--- src/rtl/xfill_pkg.sv ---
package xfill_pkg;

  typedef enum logic [1:0] {
    FILL_ZERO = 2'd0,
    FILL_ONE  = 2'd1,
    FILL_ADJ  = 2'd2,
    FILL_RAND = 2'd3
  } fill_mode_e;

  localparam int          PRNG_W     = 16;
  localparam logic [15:0] PRNG_RESET = 16'hACE1;

  // One step of the maximal-length generator x^16 + x^14 + x^13 + x^11 + 1.
  function automatic logic [PRNG_W-1:0] prng_step(input logic [PRNG_W-1:0] s);
    return {s[PRNG_W-2:0], s[15] ^ s[13] ^ s[12] ^ s[10]};
  endfunction

endpackage

--- src/rtl/xfill_adjacent.sv ---
module xfill_adjacent #(
  parameter int W = 16
) (
  input  logic [W-1:0] value_i,
  input  logic [W-1:0] care_i,
  output logic [W-1:0] pat_o
);

  logic first_val;
  logic found;
  logic carry;

  // Value of the lowest-index care bit, 0 when no care bit exists.
  always_comb begin
    first_val = 1'b0;
    found     = 1'b0;
    for (int i = 0; i < W; i++) begin
      if (care_i[i] && !found) begin
        first_val = value_i[i];
        found     = 1'b1;
      end
    end
  end

  // Forward pass in shift order: every care bit refreshes the carried value.
  always_comb begin
    carry = first_val;
    for (int i = 0; i < W; i++) begin
      if (care_i[i]) carry = value_i[i];
      pat_o[i] = carry;
    end
  end

endmodule

--- src/rtl/xfill_random.sv ---
module xfill_random #(
  parameter int W = 16
) (
  input  logic [15:0]  state_i,
  input  logic [W-1:0] value_i,
  input  logic [W-1:0] care_i,
  output logic [W-1:0] pat_o,
  output logic [15:0]  state_o
);
  import xfill_pkg::*;

  logic [15:0] s;

  // The generator advances once per don't-care bit, in ascending order.
  always_comb begin
    s = state_i;
    for (int i = 0; i < W; i++) begin
      if (care_i[i]) begin
        pat_o[i] = value_i[i];
      end else begin
        pat_o[i] = s[15];
        s        = prng_step(s);
      end
    end
    state_o = s;
  end

endmodule

--- src/rtl/xfill_toggle_count.sv ---
module xfill_toggle_count #(
  parameter int W  = 16,
  parameter int CW = 4
) (
  input  logic [W-1:0]  pat_i,
  output logic [CW-1:0] count_o
);

  always_comb begin
    count_o = '0;
    for (int i = 1; i < W; i++) begin
      count_o = count_o + CW'(pat_i[i] ^ pat_i[i-1]);
    end
  end

endmodule

--- src/rtl/xfill_engine.sv ---
module xfill_engine #(
  parameter int PAT_W = 16,
  localparam int CNT_W = $clog2(PAT_W)
) (
  input  logic             clk,
  input  logic             rst_n,
  input  logic             seed_load,
  input  logic [15:0]      seed_value,
  input  logic             in_valid,
  output logic             in_ready,
  input  logic [1:0]       in_mode,
  input  logic [PAT_W-1:0] in_value,
  input  logic [PAT_W-1:0] in_care,
  output logic             out_valid,
  input  logic             out_ready,
  output logic [PAT_W-1:0] out_pattern,
  output logic [CNT_W-1:0] out_toggles
);
  import xfill_pkg::*;

  logic             valid_q, valid_d;
  logic [PAT_W-1:0] pat_q, pat_d;
  logic [CNT_W-1:0] tgl_q, tgl_d;
  logic [15:0]      prng_q, prng_d;

  logic             accept;
  logic             data_en;
  fill_mode_e       mode;
  logic [PAT_W-1:0] adj_pat;
  logic [PAT_W-1:0] rnd_pat;
  logic [15:0]      rnd_state;
  logic [PAT_W-1:0] fill_pat;
  logic [CNT_W-1:0] fill_tgl;

  assign mode     = fill_mode_e'(in_mode);
  assign in_ready = !valid_q || out_ready;
  assign accept   = in_valid && in_ready;
  assign data_en  = accept;

  xfill_adjacent #(.W(PAT_W)) u_adj (
    .value_i (in_value),
    .care_i  (in_care),
    .pat_o   (adj_pat)
  );

  xfill_random #(.W(PAT_W)) u_rnd (
    .state_i (prng_q),
    .value_i (in_value),
    .care_i  (in_care),
    .pat_o   (rnd_pat),
    .state_o (rnd_state)
  );

  always_comb begin
    case (mode)
      FILL_ZERO: fill_pat = in_value & in_care;
      FILL_ONE:  fill_pat = in_value | ~in_care;
      FILL_ADJ:  fill_pat = adj_pat;
      FILL_RAND: fill_pat = rnd_pat;
      default:   fill_pat = in_value & in_care;
    endcase
  end

  xfill_toggle_count #(.W(PAT_W), .CW(CNT_W)) u_tgl (
    .pat_i   (fill_pat),
    .count_o (fill_tgl)
  );

  // Next-state logic
  always_comb begin
    valid_d = valid_q;
    if (accept)         valid_d = 1'b1;
    else if (out_ready) valid_d = 1'b0;
    pat_d = fill_pat;
    tgl_d = fill_tgl;
    prng_d = prng_q;
    if (accept && mode == FILL_RAND) prng_d = rnd_state;
    if (seed_load && seed_value != 16'd0) prng_d = seed_value;
  end

  // Registers
  always_ff @(posedge clk or negedge rst_n) begin
    if (!rst_n) begin
      valid_q <= 1'b0;
      pat_q   <= '0;
      tgl_q   <= '0;
      prng_q  <= PRNG_RESET;
    end else begin
      valid_q <= valid_d;
      prng_q  <= prng_d;
      if (data_en) begin
        pat_q <= pat_d;
        tgl_q <= tgl_d;
      end
    end
  end

  assign out_valid   = valid_q;
  assign out_pattern = pat_q;
  assign out_toggles = tgl_q;

  AST_LOAD_SHOWS: assert property (@(posedge clk) disable iff (!rst_n)
    accept |=> out_valid) else $error("load lost");

  AST_STALL_HOLD: assert property (@(posedge clk) disable iff (!rst_n)
    (out_valid && !out_ready) |=> (out_valid && $stable(out_pattern) && $stable(out_toggles)))
    else $error("stalled output moved");

  AST_CARE_KEPT: assert property (@(posedge clk) disable iff (!rst_n)
    $past(accept) |-> (((out_pattern ^ $past(in_value)) & $past(in_care)) == '0))
    else $error("care bit altered");

  AST_ZERO_FILL: assert property (@(posedge clk) disable iff (!rst_n)
    $past(accept && in_mode == 2'd0) |-> ((out_pattern & ~$past(in_care)) == '0))
    else $error("zero fill wrong");

  AST_ONE_FILL: assert property (@(posedge clk) disable iff (!rst_n)
    $past(accept && in_mode == 2'd1) |-> ((out_pattern | $past(in_care)) == '1))
    else $error("one fill wrong");

  AST_PRNG_NONZERO: assert property (@(posedge clk) disable iff (!rst_n)
    prng_q != 16'd0) else $error("generator stuck at zero");

endmodule

--- config.mk ---
export PLATFORM = sky130hd
export DESIGN_NAME = xfill_engine
export DESIGN_NICKNAME = d
export VERILOG_FILES = /design/src/rtl/xfill_pkg.sv /design/src/rtl/xfill_adjacent.sv /design/src/rtl/xfill_random.sv /design/src/rtl/xfill_toggle_count.sv /design/src/rtl/xfill_engine.sv
export SDC_FILE = /design/constraint.sdc
export NUM_CORES = 1
export LEC_CHECK = 0
export BUFFER_PORTS_ARGS = -buffer_cell sky130_fd_sc_hd__clkbuf_2
export CELL_PAD_IN_SITES_DETAIL_PLACEMENT = 1
export CELL_PAD_IN_SITES_GLOBAL_PLACEMENT = 1
export CORE_MARGIN = 2
export CORE_UTILIZATION = 50
export DETAILED_ROUTE_END_ITERATION = 10
export PLACE_DENSITY_LB_ADDON = 0.1
export SLEW_MARGIN = 10
export SYNTH_ARGS = -nofsm -noshare
export SYNTH_HDL_FRONTEND = slang
export SYNTH_SLANG_ARGS = --single-unit
export TNS_END_PERCENT = 10
--- constraint.sdc ---
create_clock -name clk -period 13.8 [get_ports clk]
set_input_delay 0.69 -clock clk [delete_from_list [all_inputs] [get_ports clk]]
set_output_delay 0.69 -clock clk [all_outputs]
set_load 0.005 [all_outputs]
==> results of run 1 <==
placed cells by master (no fill, tap or decap), types with 11 or more instances in the layout:
master / instances
sky130_fd_sc_hd__nand2_1: 144
sky130_fd_sc_hd__nor2_1: 121
sky130_fd_sc_hd__a21oi_1: 76
sky130_fd_sc_hd__clkbuf_2: 76
sky130_fd_sc_hd__o21ai_0: 70
sky130_fd_sc_hd__mux2i_1: 65
sky130_fd_sc_hd__nor3_1: 61
sky130_fd_sc_hd__nand3_1: 53
sky130_fd_sc_hd__o211ai_1: 47
sky130_fd_sc_hd__xor2_1: 37
sky130_fd_sc_hd__o22ai_1: 29
sky130_fd_sc_hd__a211oi_1: 29
sky130_fd_sc_hd__xnor2_1: 29
sky130_fd_sc_hd__dfrtp_1: 29
sky130_fd_sc_hd__mux2_2: 27
sky130_fd_sc_hd__buf_4: 26
sky130_fd_sc_hd__o31ai_1: 24
sky130_fd_sc_hd__a22oi_1: 20
sky130_fd_sc_hd__and3_1: 19
sky130_fd_sc_hd__inv_1: 18
sky130_fd_sc_hd__a31oi_1: 16
sky130_fd_sc_hd__a221oi_1: 14
sky130_fd_sc_hd__nand2b_1: 13
sky130_fd_sc_hd__nor2b_1: 11
sky130_fd_sc_hd__and2_1: 11
sky130_fd_sc_hd__a21o_1: 11
sky130_fd_sc_hd__a2111oi_0: 11
sky130_fd_sc_hd__nor4_1: 11
per-stage QoR:
stage                     cell area (sq um)  total power, W  util (%)  hold WS, ps
after floorplan                        9860        0.000753         -          394
after global placement                10200        0.000948      52.8          474
after detailed placement              10200        0.000989      52.8          474
after CTS                             10400         0.00113      53.6          486
after global routing                  10400         0.00122      53.6          526
final                                 10400         0.00115      53.6          484
flip-flops by register name (all words and copies together), names as in the netlist:
signal / cells
out_pattern: 16
prng_q: 16
out_toggles: 4
out_valid: 1
cells in the mapped netlist (all sizes together) (9+ instances only):
master	n
nor4	11
a211oi	33
o311ai	9
nand2b	13
o211ai	49
inv	19
a21oi	78
o211a	9
clkbuf	81
a22oi	22
a2111oi	15
xor2	38
o21a	9
nand2	144
o31ai	25
or3	10
buf	36
nor3	65
nand3	53
a221oi	19
mux2	27
and2	13
and3	19
o221ai	11
mux2i	68
a21o	12
nor2b	11
dfrtp	29
a32oi	11
fa	10
o22ai	31
o21ai	75
nor2	123
a31oi	17
xnor2	29
power groups by stage:
stage / combinational, W / clock (W) / sequential (W)
4_1_cts: 0.000857 / 0.000118 / 0.000156
3_5_place_dp: 0.000832 / 0 / 0.000157
6_report: 0.000878 / 0.000119 / 0.000157
5_1_grt: 0.000942 / 0.000124 / 0.000159
2_1_floorplan: 0.000608 / 0 / 0.000145
3_3_place_gp: 0.000791 / 0 / 0.000157
area by class of cell:
cell class / count / area, sq um / share of cell area (%)
clock inverter: 1 / 7.51 / 0.0722
sequential: 37 / 936 / 9.00
clock buffer: 7 / 143 / 1.37
multi-input combinational: 1199 / 8310 / 79.9
inverter: 26 / 97.6 / 0.939
tap: 265 / 332 / 3.19
timing repair buffer: 102 / 576 / 5.54
worst min-delay path by stage:
stage	start	endpoint	slack, ps	cells after the start
floorplan	rst_n	out_pattern[0]	390	0
global placement	out_pattern[12]	out_pattern[12]	470	2
detailed placement	out_pattern[12]	out_pattern[12]	470	2
CTS	out_pattern[12]	out_pattern[12]	490	2
global route	out_toggles[1]	out_toggles[1]	530	2
finish	out_pattern[12]	out_pattern[12]	480	2
cells by family after synthesis:
kind of cell | Yosys count | share of synthesized area [%]
DFF | 37 | 9.49
adders and majority gates | 12 | 2.28
and+or+nand+nor | 495 | 23.8
buffers and inverters | 143 | 6.27
xor gates and xnor gates | 72 | 7.28
muxes | 96 | 10.5
AOI/OAI and AO/OA | 524 | 40.4
critical path, stage by stage:
cell and delay, ps:
sky130_fd_sc_hd__clkbuf_2 80, sky130_fd_sc_hd__buf_4 440, sky130_fd_sc_hd__xor2_1 360, sky130_fd_sc_hd__a22oi_1 940, sky130_fd_sc_hd__nand2_1 410, sky130_fd_sc_hd__a221oi_2 570
sky130_fd_sc_hd__nand2_1 310, sky130_fd_sc_hd__o221ai_4 360, sky130_fd_sc_hd__mux2i_1 140, sky130_fd_sc_hd__o22ai_1 240, sky130_fd_sc_hd__nor2_1 140, sky130_fd_sc_hd__a2111oi_0 620
sky130_fd_sc_hd__a311oi_2 150, sky130_fd_sc_hd__nor2_1 130, sky130_fd_sc_hd__a21oi_1 90, sky130_fd_sc_hd__a21bo_2 250, sky130_fd_sc_hd__o2bb2ai_1 140, sky130_fd_sc_hd__xor2_1 240
sky130_fd_sc_hd__fa_1 470, sky130_fd_sc_hd__fa_1 550, sky130_fd_sc_hd__fa_1 480, sky130_fd_sc_hd__fa_1 510, sky130_fd_sc_hd__inv_1 50, sky130_fd_sc_hd__fa_1 410
sky130_fd_sc_hd__inv_1 110, sky130_fd_sc_hd__fa_1 390, sky130_fd_sc_hd__o21ai_0 150
metal layers:
| metal | GRT usage, % | up-vias |
|---|---|---|
| li1 | - | 5352 |
| met1 | 52.4 | 5907 |
| met2 | 64.8 | 610 |
| met3 | 7.72 | 143 |
| met4 | 18.2 | 0 |
| met5 | 0 | - |
==> flow_summary.yaml, run 1 <==
layout:
  layoutNonFillerInstCount: 1637
  syn2layout_area_growth_pct: 5.44
  post_route_cells_drive_above_1_share_pct: 15.0
  num-fill-cells: 2551
  final_nets: 1438
  antenna_cells: 0
timing:
  timing.final.setup_violations: 0
  max_slew_margin_pct: 24.7
  tns_ps: 0
  period_share_pct: 67.2
  fin_skew_ps: 6.60
  timing_worst_slew_pin_value_ps: 1130
  post-route-worst-setup-slack_ps: 4530
  max_slew_violation_total_from_the_final_report: 0
  grt_setup_unrepaired: "false"
  max_clock_freq_ghz: 0.108
  final-hold-violation-count: 0
  timing.final.crit_period_ps: 9270
setup_path:
  path_class: "in -> reg"
  required_ps: 14010
  cp-startpoint: "in_care[3]"
  worst-r2r-setup-slack_ps: 5020
  cp_data_arrival_time_ps: 9480
  kind_of_capture_point_of_the_worst_setup_path: "register"
  rr_startpoint: "prng_q[10]"
  critical_path.endpoint: "out_toggles[1]"
  r2r-end: "out_toggles[1]"
  startpoint_type: "input port"
  worst-path-max-fanout: 48
  worstRegToRegCells: 25
synth:
  syn-instance-count: 1379
  ys_seq_area_share_pct: 9.49
  yosys.cell_types.count: 108
  synth-seq-cells: 37
  library_cell_occupying_the_most_area_in_the_post_synthesis_netlist: "sky130_fd_sc_hd__dfrtp_1"
  yosys_warnings: 0
  yosysTopAreaCellShare_pct: 7.36
  syn_area_per_cell_sq_um: 7.15
  number_of_flops_mapped_to_enable_cells_by_yosys: 0
  top_cells_by_area_in_the_synthesized_netlist: "sky130_fd_sc_hd__dfrtp_1 (7.4%), sky130_fd_sc_hd__mux2i_1 (6.6%), sky130_fd_sc_hd__nand2_1 (5.5%)"
  dominantRegCellSynth: "sky130_fd_sc_hd__dfrtp_1"
  async_reset_ff_share_pct: 100
  postSynthNetCount: 1446
  synth_area_sq_um: 9860
die:
  die_h_um: 144
  io_pins: 77
  rows: 51
  start_util_pct: 50.8
  design.core.area_sq_um: 19400
  dieArea_sq_um: 20900
  die_w_um: 144
global_routing:
  grt_first_pass_wirelength_um: 65500
  grt_max_degree: 67
  grt_pass1_vias: 11494
  overflow: 0
  global_route_usage_sum_pct: 40.3
  number_of_antenna_violations_at_the_first_check_in_global_routing: 0
placement:
  pre_cts_slack_ps: 4500
  gp_weighted_congestion: 0.986
  port_buffers: 76
  place.detailed.instances: 1629
  detailedPlacementHpwl_um: 31600
routing:
  ant_nets: 0
  num_vias: 12012
  highest-signal-layer: "met4"
  wirelength_met1_um: 17300
  drtPass1Iterations: 5
  drcViolationCount: 0
  drt-total-wl_um: 42500
  met2WireLength_um: 19400
  dr_wl_met3_um: 3600
  routedWlPerCell_um: 25.9
  initialDrtViolationCount: 1102
  detail_route.vias_per_cell: 7.34
clocking:
  clockRootBuffer: "sky130_fd_sc_hd__clkbuf_16"
  postCtsSetupRepairBufs: 0
  cts.sinks: 37
  cts-buffers-inserted: 5
  cts.reportedPaths.clkPinSlew_ps: 60
  clock_tree.buffer_depth: 2
  clk_latency_ps: 290
  tritoncts: "built"
  cts_hold_buffers: 0
  ctsResizeCount: 0
  clock_tree.htree_level_count: 2
pwr:
  swShare_pct: 53.2
  power.combinational.fraction_pct: 76.1
  ir_worst_vdd_mv: 0.0809
  fraction_of_power_consumed_by_sequential_logic_pct: 13.6
  internal_power_w: 0.000540
  static_leakage_power_nw: 3.99
  pwr_density_cell_nw_per_um2: 111
  p_switching_w: 0.000614
  clock_power_share_pct: 10.3
run:
  max-cap-violations: 0
hold_path:
  holdCritPathClass: "reg -> reg"
status:
  status: "finished clean"
No activity file was read; power rests on OpenSTA's default activity.
==> inputs of run 2 (changes only) <==
- ABC_AREA: not set -> 1
- CORE_UTILIZATION: 50 -> 38
- clock period: 13.8 -> 8 ns (I/O delays scaled with it)
==> flow_summary.yaml, run 2 <==
status:
  status: "finished clean"
routing:
  num_vias: 9824
  drt-total-wl_um: 31500
  routedWlPerCell_um: 18.5
  ant_nets: 0
  drcViolationCount: 0
  detail_route.vias_per_cell: 5.77
  drtPass1Iterations: 5
  initialDrtViolationCount: 588
timing:
  tns_ps: 0
  max_clock_freq_ghz: 0.143
  timing_worst_slew_pin_value_ps: 1040
  max_slew_violation_total_from_the_final_report: 0
  timing.final.crit_period_ps: 6980
  grt_setup_unrepaired: "false"
  max_slew_margin_pct: 30.9
  fin_skew_ps: 4.90
  final-hold-violation-count: 0
  timing.final.setup_violations: 0
  period_share_pct: 87.3
global_routing:
  global_route_usage_sum_pct: 28.8
  grt_max_degree: 38
  number_of_antenna_violations_at_the_first_check_in_global_routing: 0
  grt_pass1_vias: 9538
  grt_first_pass_wirelength_um: 50700
  overflow: 0
synth:
  dominantRegCellSynth: "sky130_fd_sc_hd__dfrtp_1"
  yosys-mux-area-fraction_pct: 0
  synthAdderAreaFrac_pct: 2.86
  post_synth_xor_area_fraction_pct: 2.87
  synth_compound_area_share_pct: 6.01
  library_cell_occupying_the_most_area_in_the_post_synthesis_netlist: "sky130_fd_sc_hd__nand3_1"
  syn_area_per_cell_sq_um: 5.61
  yosysTopAreaCellShare_pct: 31.0
  most_used_standard_cell_by_instance_count_after_synthesis: "sky130_fd_sc_hd__nand3_1"
  postSynthNetCount: 1472
  top_cells_by_area_in_the_synthesized_netlist: "sky130_fd_sc_hd__nand3_1 (31%), sky130_fd_sc_hd__nand2_1 (22%), sky130_fd_sc_hd__dfrtp_1 (9.2%)"
  yosys.cell_types.count: 48
  number_of_flops_mapped_to_enable_cells_by_yosys: 0
  netlist_top_cells_count: "sky130_fd_sc_hd__nand3_1 (488), sky130_fd_sc_hd__nand2_1 (469), sky130_fd_sc_hd__inv_1 (61)"
  ys_seq_area_share_pct: 11.9
  synth-seq-cells: 37
  synth_simple_gate_area_share_pct: 67.5
  synth_area_sq_um: 7880
  syn-instance-count: 1405
  yosys_warnings: 0
  synth_top_family_by_area: "simple AND/OR/NAND/NOR gates"
  async_reset_ff_share_pct: 100
setup_path:
  worst-path-max-fanout: 23
  r2r-end: "out_toggles[1]"
  cp_common_cell: "sky130_fd_sc_hd__nand3_1"
  path_class: "in -> reg"
  startpoint_type: "input port"
  required_ps: 8200
  worst-r2r-setup-slack_ps: 1320
  slowest_delay_ps: 520
  cpMaxStageDelayCell: "sky130_fd_sc_hd__fa_1"
  rr_startpoint: "prng_q[10]"
  kind_of_capture_point_of_the_worst_setup_path: "register"
  worstRegToRegCells: 34
  cp_data_arrival_time_ps: 7180
layout:
  num-fill-cells: 2971
  final_nets: 1498
  post_route_cells_drive_above_1_share_pct: 16.3
  antenna_cells: 0
  fin_util_pct: 41.7
  commonest_cells_after_routing_fill_and_taps_aside: "sky130_fd_sc_hd__nand3_1 (488), sky130_fd_sc_hd__nand2_1 (469), sky130_fd_sc_hd__clkbuf_2 (76)"
  sequential_cell_area_sq_um: 936
  mostFrequentLayoutCell: "sky130_fd_sc_hd__nand3_1"
  syn2layout_area_growth_pct: 7.40
  multi_input_area_sq_um: 6250
clocking:
  cts.reportedPaths.clkPinSlew_ps: 70
  tritoncts: "built"
  cts-buffers-inserted: 5
  cts.sinks: 37
  postCtsSetupRepairBufs: 0
  clock_tree.htree_level_count: 2
  cts_hold_buffers: 0
  ctsResizeCount: 0
  clk_latency_ps: 300
  clockRootBuffer: "sky130_fd_sc_hd__clkbuf_16"
  clock_tree.buffer_depth: 2
die:
  die_w_um: 148
  design.core.area_sq_um: 20300
  die_h_um: 148
  io_pins: 77
  dieArea_sq_um: 21900
  rows: 52
  start_util_pct: 38.8
pwr:
  static_leakage_power_nw: 4.42
  pwr_density_cell_nw_per_um2: 175
  ir_worst_vdd_mv: 0.115
placement:
  detailedPlacementHpwl_um: 25200
  gp_weighted_congestion: 0.965
  port_buffers: 76
run:
  max-cap-violations: 0
hold_path:
  holdCritPathClass: "in -> async"
-- run 2: cell types whose count changed in the layout (fill, tap and decap cells not counted), sizes merged, moves of 23 or more --
| cell | delta |
|---|---|
| nand3 | +491 |
| mux2i | -68 |
| o31ai | -24 |
| nor2 | -103 |
| o211ai | -37 |
| nand2 | +373 |
| xor2 | -23 |
| a211oi | -32 |
| mux2 | -27 |
| a21oi | -66 |
| o21ai | -45 |
| o22ai | -30 |
| inv | +48 |
| nor3 | -59 |
-- run 2: per-layer routing --
| metal | vias up | track usage [%] | wire [um] | part of all wire (%) |
|---|---|---|---|---|
| li1 | 4827 | - | - | - |
| met4 | 0 | 7.57 | 722 | 2.3 |
| met3 | 36 | 2.72 | 1220 | 3.9 |
| met2 | 209 | 46.1 | 14100 | 45 |
| met1 | 4752 | 41.4 | 15500 | 49 |
| met5 | - | 0 | 0 | 0 |
-- run 2: layout make-up --
type	instances	area share [%]
clock buffer	5	1.48
sequential	37	11.1
tap	270	3.99
inverter	70	3.10
multi-input combinational	1220	73.8
timing repair buffer	97	6.35
clock inverter	3	0.207
-- run 2: worst max-delay path, delay by kind of cell --
kind / cells / cell delay, ps
fa+ha+maj: 6 / 2670
simple gates: 24 / 2940
compound gates: 2 / 280
buf+inv: 4 / 860
-- run 2: through the flow --
stage	instances	power [W]	hold WS, ps	area [sq um]	worst slack (ps)
global placement	1694	0.00122	460	8320	862
finish	1702	0.00148	264	8470	1020
detailed placement	1694	0.00127	475	8320	812
floorplan	1405	0.000995	104	7880	2250
global route	1702	0.00164	344	8470	374
CTS	1702	0.00148	304	8470	1080
-- run 2: worst max path at each step --
stage | from | to | slack [ps]
2_1_floorplan | in_care[3] | out_toggles[1] | 2250
3_3_place_gp | in_care[7] | out_toggles[1] | 860
3_5_place_dp | in_care[7] | out_toggles[1] | 810
4_1_cts | in_care[0] | out_toggles[1] | 1080
5_1_grt | in_care[0] | out_toggles[1] | 370
6_report | in_care[0] | out_toggles[1] | 1020
-- run 2: power by group --
group | total (W) | internal, W | switching (W)
combinational | 0.00102 | 0.000369 | 0.000650
sequential | 0.000254 | 0.000227 | 0.0000271
clock | 0.000206 | 0.000115 | 0.0000918
total | 0.00148 | 0.000711 | 0.000768
-- run 2: cell families (layout without fill, tap and decap cells) --
kind of cell	after synthesis	count (layout)
buffers and inverters	148	175
xor gates and xnor gates	25	25
and+or+nand+nor	1108	1108
adders and majority gates	12	12
DFF	37	37
AOI/OAI and AO/OA	75	75
